$ cat src/rtl/rxf_pkg.sv
package rxf_pkg;
  typedef enum logic [1:0] {
    RSN_ADDR  = 2'b00,
    RSN_SHORT = 2'b01,
    RSN_LONG  = 2'b10,
    RSN_ABORT = 2'b11
  } rsn_e;

  localparam int SW_W = 16;
endpackage

$ cat src/rtl/rxf_addr_match.sv
module rxf_addr_match #(
  parameter int ADDR_BYTES = 6
) (
  input  logic                    clk,
  input  logic                    rst_n,
  input  logic                    beat,
  input  logic                    first,
  input  logic [7:0]              data,
  input  logic [8*ADDR_BYTES-1:0] sta_sel,
  output logic                    grp_now,
  output logic                    full_match_now
);
  localparam int IDX_W = $clog2(ADDR_BYTES + 1);

  logic [7:0]       sta_b [ADDR_BYTES];
  logic [IDX_W-1:0] idx_q, idx_cur, idx_next;
  logic             eq_q, eq_prev, eq_next, grp_q, in_addr;
  logic [7:0]       sta_pick;

  // split the station address: most significant byte is first on the wire
  for (genvar g = 0; g < ADDR_BYTES; g++) begin : g_split
    assign sta_b[g] = sta_sel[8*(ADDR_BYTES-1-g) +: 8];
  end

  assign idx_cur = first ? '0 : idx_q;
  assign eq_prev = first ? 1'b1 : eq_q;
  assign in_addr = idx_cur < IDX_W'(ADDR_BYTES);

  always_comb begin
    sta_pick = '0;
    for (int g = 0; g < ADDR_BYTES; g++)
      if (idx_cur == IDX_W'(g)) sta_pick = sta_b[g];
  end

  assign eq_next        = eq_prev && (!in_addr || (data == sta_pick));
  assign idx_next       = in_addr ? idx_cur + 1'b1 : idx_cur;
  assign grp_now        = first ? data[0] : grp_q;
  assign full_match_now = eq_next && (idx_next == IDX_W'(ADDR_BYTES));

  always_ff @(posedge clk) begin
    if (!rst_n) begin
      idx_q <= '0;
      eq_q  <= 1'b0;
      grp_q <= 1'b0;
    end else if (beat) begin
      idx_q <= idx_next;
      eq_q  <= eq_next;
      grp_q <= grp_now;
    end
  end

  // the first beat of a frame restarts the address byte index
  assert_index_restart_R7: assert property (@(posedge clk) disable iff (!rst_n)
    (beat && first) |=> (idx_q == IDX_W'(1)));

  // the byte index never runs past the address field
  assert_index_bound_R7: assert property (@(posedge clk) disable iff (!rst_n)
    idx_q <= IDX_W'(ADDR_BYTES));
endmodule

$ cat src/rtl/rxf_trailer.sv
module rxf_trailer import rxf_pkg::*; #(
  parameter int BUF_BYTES = 1536,
  parameter int LEN_BITS  = 11,
  parameter int ABORT_BIT = 15,
  parameter int CNT_W     = 12
) (
  input  logic            clk,
  input  logic            rst_n,
  input  logic            beat,
  input  logic            first,
  input  logic [7:0]      data,
  output logic [SW_W-1:0] len_now,
  output logic            abort_now
);
  localparam logic [SW_W-1:0]  LEN_MASK = SW_W'((1 << LEN_BITS) - 1);
  localparam logic [CNT_W-1:0] CNT_MAX  = '1;

  logic [CNT_W-1:0] cnt_q, cnt_cur, raw;
  logic [7:0]       hold_q;
  logic [SW_W-1:0]  sw;
  logic             use_sw;

  assign cnt_cur = first ? '0 : cnt_q;
  assign raw     = (cnt_cur == CNT_MAX) ? CNT_MAX : cnt_cur + 1'b1;
  assign sw      = {hold_q, data};
  assign use_sw  = (raw >= CNT_W'(2)) && (raw <= CNT_W'(BUF_BYTES));

  assign len_now   = use_sw ? (sw & LEN_MASK) : SW_W'(raw);
  assign abort_now = use_sw && sw[ABORT_BIT];

  always_ff @(posedge clk) begin
    if (!rst_n) begin
      cnt_q  <= '0;
      hold_q <= '0;
    end else if (beat) begin
      cnt_q  <= raw;
      hold_q <= data;
    end
  end

  // a taken beat always leaves a nonzero count behind
  assert_count_nonzero_R3: assert property (@(posedge clk) disable iff (!rst_n)
    beat |=> (cnt_q != '0));

  // the raw count never drops while a frame continues
  assert_count_monotonic_R2: assert property (@(posedge clk) disable iff (!rst_n)
    (beat && !first) |=> (cnt_q >= $past(cnt_q)));
endmodule

$ cat src/rtl/rxf_err_cnt.sv
module rxf_err_cnt #(
  parameter int ERR_W = 16
) (
  input  logic             clk,
  input  logic             rst_n,
  input  logic             inc,
  output logic [ERR_W-1:0] count
);
  always_ff @(posedge clk) begin
    if (!rst_n)                 count <= '0;
    else if (inc && ~&count)    count <= count + 1'b1;
  end

  // the counter never goes down
  assert_count_no_decrease_R11: assert property (@(posedge clk) disable iff (!rst_n)
    1'b1 |=> (count >= $past(count)));
endmodule

$ cat src/rtl/rx_accept_filter.sv
module rx_accept_filter import rxf_pkg::*; #(
  parameter int ADDR_BYTES = 6,
  parameter int BUF_BYTES  = 1536,
  parameter int MIN_LEN    = 60,
  parameter int MAX_LEN    = 1518,
  parameter int LEN_BITS   = 11,
  parameter int ABORT_BIT  = 15,
  parameter int ERR_W      = 16
) (
  input  logic                    clk,
  input  logic                    rst_n,
  input  logic                    s_valid,
  output logic                    s_ready,
  input  logic [7:0]              s_data,
  input  logic                    s_last,
  input  logic [8*ADDR_BYTES-1:0] sta_addr,
  input  logic                    promisc_en,
  input  logic                    ucast_filt_en,
  input  logic                    hash_hit,
  output logic                    vd_accept,
  output logic                    vd_reject,
  output logic [1:0]              vd_reason,
  output logic [ERR_W-1:0]        err_count
);
  localparam int STA_W  = 8*ADDR_BYTES;
  localparam int BUF_CW = $clog2(BUF_BYTES + 2);
  localparam int CNT_W  = ((BUF_CW > LEN_BITS) ? BUF_CW : LEN_BITS) + 1;

  logic             rdy_q, in_frame_q, beat, first, fin;
  logic [STA_W-1:0] sta_q, sta_sel;
  logic             prom_q, ucf_q, prom_sel, ucf_sel;
  logic             grp_now, full_match_now, abort_now;
  logic [SW_W-1:0]  len_now;
  logic             is_short, is_long, addr_bad, rej_now;
  rsn_e             rsn_now, rsn_q;

  assign s_ready = rdy_q;
  assign beat    = s_valid && rdy_q;
  assign first   = !in_frame_q;
  assign fin     = beat && s_last;

  always_ff @(posedge clk) begin
    if (!rst_n) begin
      rdy_q      <= 1'b0;
      in_frame_q <= 1'b0;
    end else begin
      rdy_q <= 1'b1;
      if (beat) in_frame_q <= !s_last;
    end
  end

  // per-frame configuration snapshot, taken on the first beat
  always_ff @(posedge clk) begin
    if (!rst_n) begin
      sta_q  <= '0;
      prom_q <= 1'b0;
      ucf_q  <= 1'b0;
    end else if (beat && first) begin
      sta_q  <= sta_addr;
      prom_q <= promisc_en;
      ucf_q  <= ucast_filt_en;
    end
  end

  assign sta_sel  = first ? sta_addr      : sta_q;
  assign prom_sel = first ? promisc_en    : prom_q;
  assign ucf_sel  = first ? ucast_filt_en : ucf_q;

  rxf_addr_match #(.ADDR_BYTES(ADDR_BYTES)) u_addr (
    .clk(clk), .rst_n(rst_n), .beat(beat), .first(first), .data(s_data),
    .sta_sel(sta_sel), .grp_now(grp_now), .full_match_now(full_match_now)
  );

  rxf_trailer #(.BUF_BYTES(BUF_BYTES), .LEN_BITS(LEN_BITS),
                .ABORT_BIT(ABORT_BIT), .CNT_W(CNT_W)) u_trl (
    .clk(clk), .rst_n(rst_n), .beat(beat), .first(first), .data(s_data),
    .len_now(len_now), .abort_now(abort_now)
  );

  assign is_short = len_now < SW_W'(MIN_LEN);
  assign is_long  = len_now > SW_W'(MAX_LEN);
  assign addr_bad = !prom_sel && (grp_now ? !hash_hit : (ucf_sel && !full_match_now));
  assign rej_now  = abort_now || is_short || is_long || addr_bad;

  always_comb begin
    if (abort_now)     rsn_now = RSN_ABORT;
    else if (is_short) rsn_now = RSN_SHORT;
    else if (is_long)  rsn_now = RSN_LONG;
    else               rsn_now = RSN_ADDR;
  end

  always_ff @(posedge clk) begin
    if (!rst_n) begin
      vd_accept <= 1'b0;
      vd_reject <= 1'b0;
      rsn_q     <= RSN_ADDR;
    end else begin
      vd_accept <= fin && !rej_now;
      vd_reject <= fin && rej_now;
      if (fin && rej_now) rsn_q <= rsn_now;
    end
  end

  assign vd_reason = rsn_q;

  rxf_err_cnt #(.ERR_W(ERR_W)) u_err (
    .clk(clk), .rst_n(rst_n), .inc(fin && rej_now), .count(err_count)
  );

  // never both verdicts at once
  assert_single_verdict_R1: assert property (@(posedge clk) disable iff (!rst_n)
    !(vd_accept && vd_reject));

  // a verdict appears only right after a last beat
  assert_verdict_after_last_R1: assert property (@(posedge clk) disable iff (!rst_n)
    (vd_accept || vd_reject) |-> $past(s_valid && s_ready && s_last));

  // every last beat yields a verdict on the next cycle
  assert_last_yields_verdict_R1: assert property (@(posedge clk) disable iff (!rst_n)
    (s_valid && s_ready && s_last) |=> (vd_accept || vd_reject));

  // once raised, ready stays high
  assert_ready_stays_R1: assert property (@(posedge clk) disable iff (!rst_n)
    s_ready |=> s_ready);

  // a reject advances the counter by one unless saturated
  assert_err_step_R11: assert property (@(posedge clk) disable iff (!rst_n)
    (vd_reject && ($past(err_count) != {ERR_W{1'b1}})) |-> (err_count == $past(err_count) + 1'b1));

  // without a reject the counter holds
  assert_err_hold_R11: assert property (@(posedge clk) disable iff (!rst_n)
    !vd_reject |-> $stable(err_count));

  // the reason only changes alongside a reject pulse
  assert_reason_hold_R12: assert property (@(posedge clk) disable iff (!rst_n)
    !vd_reject |-> $stable(vd_reason));
endmodule

$ cat config.mk
export PLATFORM = sky130hd
export DESIGN_NAME = rx_accept_filter
export DESIGN_NICKNAME = d
export VERILOG_FILES = /design/src/rtl/rxf_pkg.sv /design/src/rtl/rxf_addr_match.sv /design/src/rtl/rxf_trailer.sv /design/src/rtl/rxf_err_cnt.sv /design/src/rtl/rx_accept_filter.sv
export SDC_FILE = /design/constraint.sdc
export NUM_CORES = 1
export LEC_CHECK = 0
export BUFFER_PORTS_ARGS = -buffer_cell sky130_fd_sc_hd__buf_2
export CORE_UTILIZATION = 35
export CTS_BUF_LIST = sky130_fd_sc_hd__clkbuf_16
export DETAILED_ROUTE_END_ITERATION = 12
export PLACE_DENSITY = 0.52
export SYNTH_ARGS = -nofsm -noshare
export SYNTH_HDL_FRONTEND = slang
export SYNTH_SLANG_ARGS = --single-unit
$ cat constraint.sdc
create_clock -name clk -period 6.4 [get_ports clk]
set_input_delay 1.28 -clock clk [delete_from_list [all_inputs] [get_ports clk]]
set_output_delay 1.28 -clock clk [all_outputs]
set_load 0.05 [all_outputs]
==> results by group <==
Critical path
  – CP Data Arrival Time: 5.09 ns
  – Launching point of the worst reg2reg path: u_addr.idx_q[2]
  – Critical-path cell list: nand2_1 > ha_1 > clkinv_1 > nand3b_1 > a32o_1 > o22ai_1 > a2111oi_2 > nand4_1 > o41a_1 > o31ai_4 > nor2_1 > o221a_1
  – Kind of critical path: reg2reg
  – Req. time, crit path: 6.65 ns
  – WP depth: 12
  – Family with the most delay on the worst path: compound AO/OA/AOI/OAI gates
  – Slowest Stage Delay on Critical Path: 0.89 ns
  – Worst setup path startpoint: u_addr.idx_q[2]
  – Critical path fanouts, max: 28
  – Slowest CP cell: o31ai_4
  – Startpoint types: flip-flop
  – Worst path bufs/invs: 1
  – Worst reg2reg path depth: 12
  – Setup slack, reg-to-reg: 1.56 ns
  – CP Capture Type: flip-flop

Placed design
  – HPWL Detailed: 11450 um
  – Placed cell areas: 5862 um^2
  – Placed Cells: 969
  – Port bufs: 83
  – Gp weighted congestion: 0.8920

Cells and area
  – Antenna diode count: 0
  – Commonest non-fill, non-tap cells in the layout: nand2_1, a21oi_1, dfxtp_1
  – # fillers: 1582
  – Non-filler instance count after layout: 985
  – Layout cells sized above 1: 14.81%
  – Layout Area Growth over Synthesis: 13.20%
  – Nets: 861
  – Commonest non-fill, non-tap cell in the layout: nand2_1
  – Cell area after layout: 6138 um^2

Timing
  – Final Slew Violations: 0
  – Rel. slew slack: 23.55%
  – Measured slew at the worst slew-check pin: 1.144 ns
  – RSZ-0062 raised after global routing: false
  – Fin. Hold Viols: 0
  – Setup TNS: 0 ns
  – Fmax achieved: 0.2066 GHz
  – Clock skew: 0.01046 ns
  – Final Critical Period: 4.841 ns
  – Final setup fails: 0
  – Fin crit share: 75.64%

Yosys
  – Post-Synth XOR/XNOR Area: 0.6461%
  – Syn Area/Cell: 7.279 um^2
  – Async SR Flop Fraction: 0%
  – Complex-gate fraction of the synthesized area: 26.05%
  – Post-synthesis adder-cell area fraction: 1.384%
  – Yosys warnings: 0
  – Largest family of logic cells by synthesized area: simple AND/OR/NAND/NOR gates
  – Mapped Cells: 745
  – Yosys cell types: 69
  – Mapped Area: 5423 um^2
  – Net count after synthesis: 814
  – Part of the Yosys area used for sequential elements: 34.33%
  – Top FF cell, synth: dfxtp_1
  – Mux cell area share after synthesis: 2.307%
  – Post-synthesis simple-gate area fraction: 29.37%
  – EDFF count, synth: 0
  – Post-synthesis register bit count: 93

Clocking
  – CTS max path bufs: 2
  – Reg clk slew, reported paths: 0.07 ns
  – Worst-Skew Late Latency: 0.36 ns
  – Root Buffer: clkbuf_16
  – Total CTS buffers: 9
  – Post-cts repair resize count: 0
  – CTS tree: built
  – Post-CTS setup buffers: 0
  – CTS Sinks: 93
  – Hold buffers post-CTS: 0
  – CTS H-Tree Depth: 3

Routing
  – Post-route DRC: 0
  – Initial drt markers: 383
  – Routed wl met3: 739 um
  – Post-route ant nets: 0
  – Vias per cell: 5.521
  – Via count: 5438
  – Routed len/inst: 16.24 um
  – DR top layer: met4
  – WL met1: 7860 um
  – DRT Wirelength: 16000 um
  – Met2 WL: 7205 um
  – Length of the first detailed-routing pass in iterations: 4

Die
  – Die area: 15990 um^2
  – Row cnt: 45
  – I/O Pins: 84
  – Initial Util: 35.80%
  – Die Span Y: 126.5 um
  – Core Area: 15150 um^2
  – Die Span X: 126.5 um

Worst hold path
  – HP Start: sta_q[18]
  – Hold Path Class: reg2reg
  – Hold Path Cell Cnt: 2

Global routing
  – Largest net degree at the start of global routing: 60
  – Grt total ovfl: 0
  – Vias in the first global route: 5120
  – GRT Util Overall: 20.66%
  – First-pass GRT wire length: 26320 um
  – Initial antenna violation count: 0

Power and ir drop
  – Final Total Pwr: 1291 uW
  – Max VDD drop: 0.0001276 V
  – P_leak: 0.002209 uW
  – Pwr dens: 210.3 nW/um^2

Job
  – Max-Cap Viols: 0

Run status
  – Status: finished, final reports clean
layout make-up:
class                      count  area, um^2  share of cell area, %
timing repair buffer          89       460.4                  7.501
inverter                      15       56.30                 0.9172
tap                          188       235.2                  3.832
sequential                    93        1862                  30.33
clock buffer                   9       225.2                  3.669
multi-input combinational    584        3248                  52.91
clock inverter                 7       51.30                 0.8357
cell families (layout without fill, tap and decap cells):
family,Yosys count,after routing
AND/OR/NAND/NOR,329,329
AO/OA/AOI/OAI,233,233
flip-flops,93,93
buffers and inverters,68,120
multiplexers,12,12
adder cells (fa/ha/maj),6,6
XOR/XNOR,4,4
cells in the mapped netlist (4+ instances only):
library cell | n | area [um^2]
dfxtp_1 | 93 | 1862
o31ai_1 | 9 | 67.56
clkbuf_1 | 34 | 127.6
and3_1 | 10 | 62.56
a21oi_1 | 116 | 580.6
nand2b_1 | 11 | 68.82
buf_2 | 10 | 50.05
nor2_1 | 35 | 131.4
inv_1 | 11 | 41.29
a32o_1 | 4 | 40.04
nand4_1 | 9 | 56.30
mux2_2 | 4 | 45.04
nand3_1 | 23 | 115.1
or4_1 | 9 | 67.56
a31oi_1 | 7 | 43.79
buf_6 | 4 | 45.04
nor4_1 | 6 | 37.54
o22ai_1 | 10 | 62.56
a22oi_1 | 4 | 30.03
nor3_1 | 14 | 70.07
mux2i_1 | 8 | 80.08
a211oi_1 | 6 | 45.04
nand3b_1 | 6 | 45.04
o21a_1 | 10 | 75.07
nand2_1 | 164 | 615.6
o21ai_0 | 39 | 195.2
and3b_1 | 6 | 52.55
ha_1 | 6 | 75.07
nor2b_1 | 15 | 93.84
metal layers:
layer	vias up	track usage [%]
met5	-	0
met2	135	32.34
li1	2750	-
met1	2538	28.87
met4	0	5.811
met3	15	3.922
report_power, final:
part           leakage, uW  internal [uW]  total, uW  switching (uW)
sequential        0.000757            599        614            15.0
clock             0.000137            265        511             246
combinational      0.00131           60.7        166             105
worst reg2reg max path, cell delays in order, from the launching register on:
cell and delay [ns]:
dfxtp_1 0.43, nand2_1 0.35, ha_1 0.72, clkinv_1 0.43
nand3b_1 0.20, a32o_1 0.16, o22ai_1 0.10, a2111oi_2 0.35
nand4_1 0.20, o41a_1 0.52, o31ai_4 0.89, nor2_1 0.13
o221a_1 0.26
per-stage QoR:
stage / setup slack [ns] / utilization [%] / hold slack, ns
finish: 1.559 / 40.53 / 0.4551
global route: 0.9473 / 40.53 / 0.4774
CTS: 1.534 / 40.53 / 0.4548
detailed placement: 1.584 / 38.70 / 0.4456
global placement: 1.734 / 38.70 / 0.4395
floorplan: 2.039 / - / 0.4312
state kept, by name (all words and copies together), names as in the netlist:
signal and cells:
u_trl.hold_q 4, u_addr.idx_q 3, vd_reason 2, u_addr.eq_q 1, sta_q 48, in_frame_q 1, u_trl.cnt_q 12, vd_accept 1
ucf_q 1, prom_q 1, u_addr.grp_q 1, vd_reject 1, s_ready 1, u_err.count 16
worst paths after layout:
check	end
max	u_err.count[6]
min	sta_q[18]
max reg2reg	u_err.count[6]
min reg2reg	sta_q[18]
(Power assumes the default switching activity.)
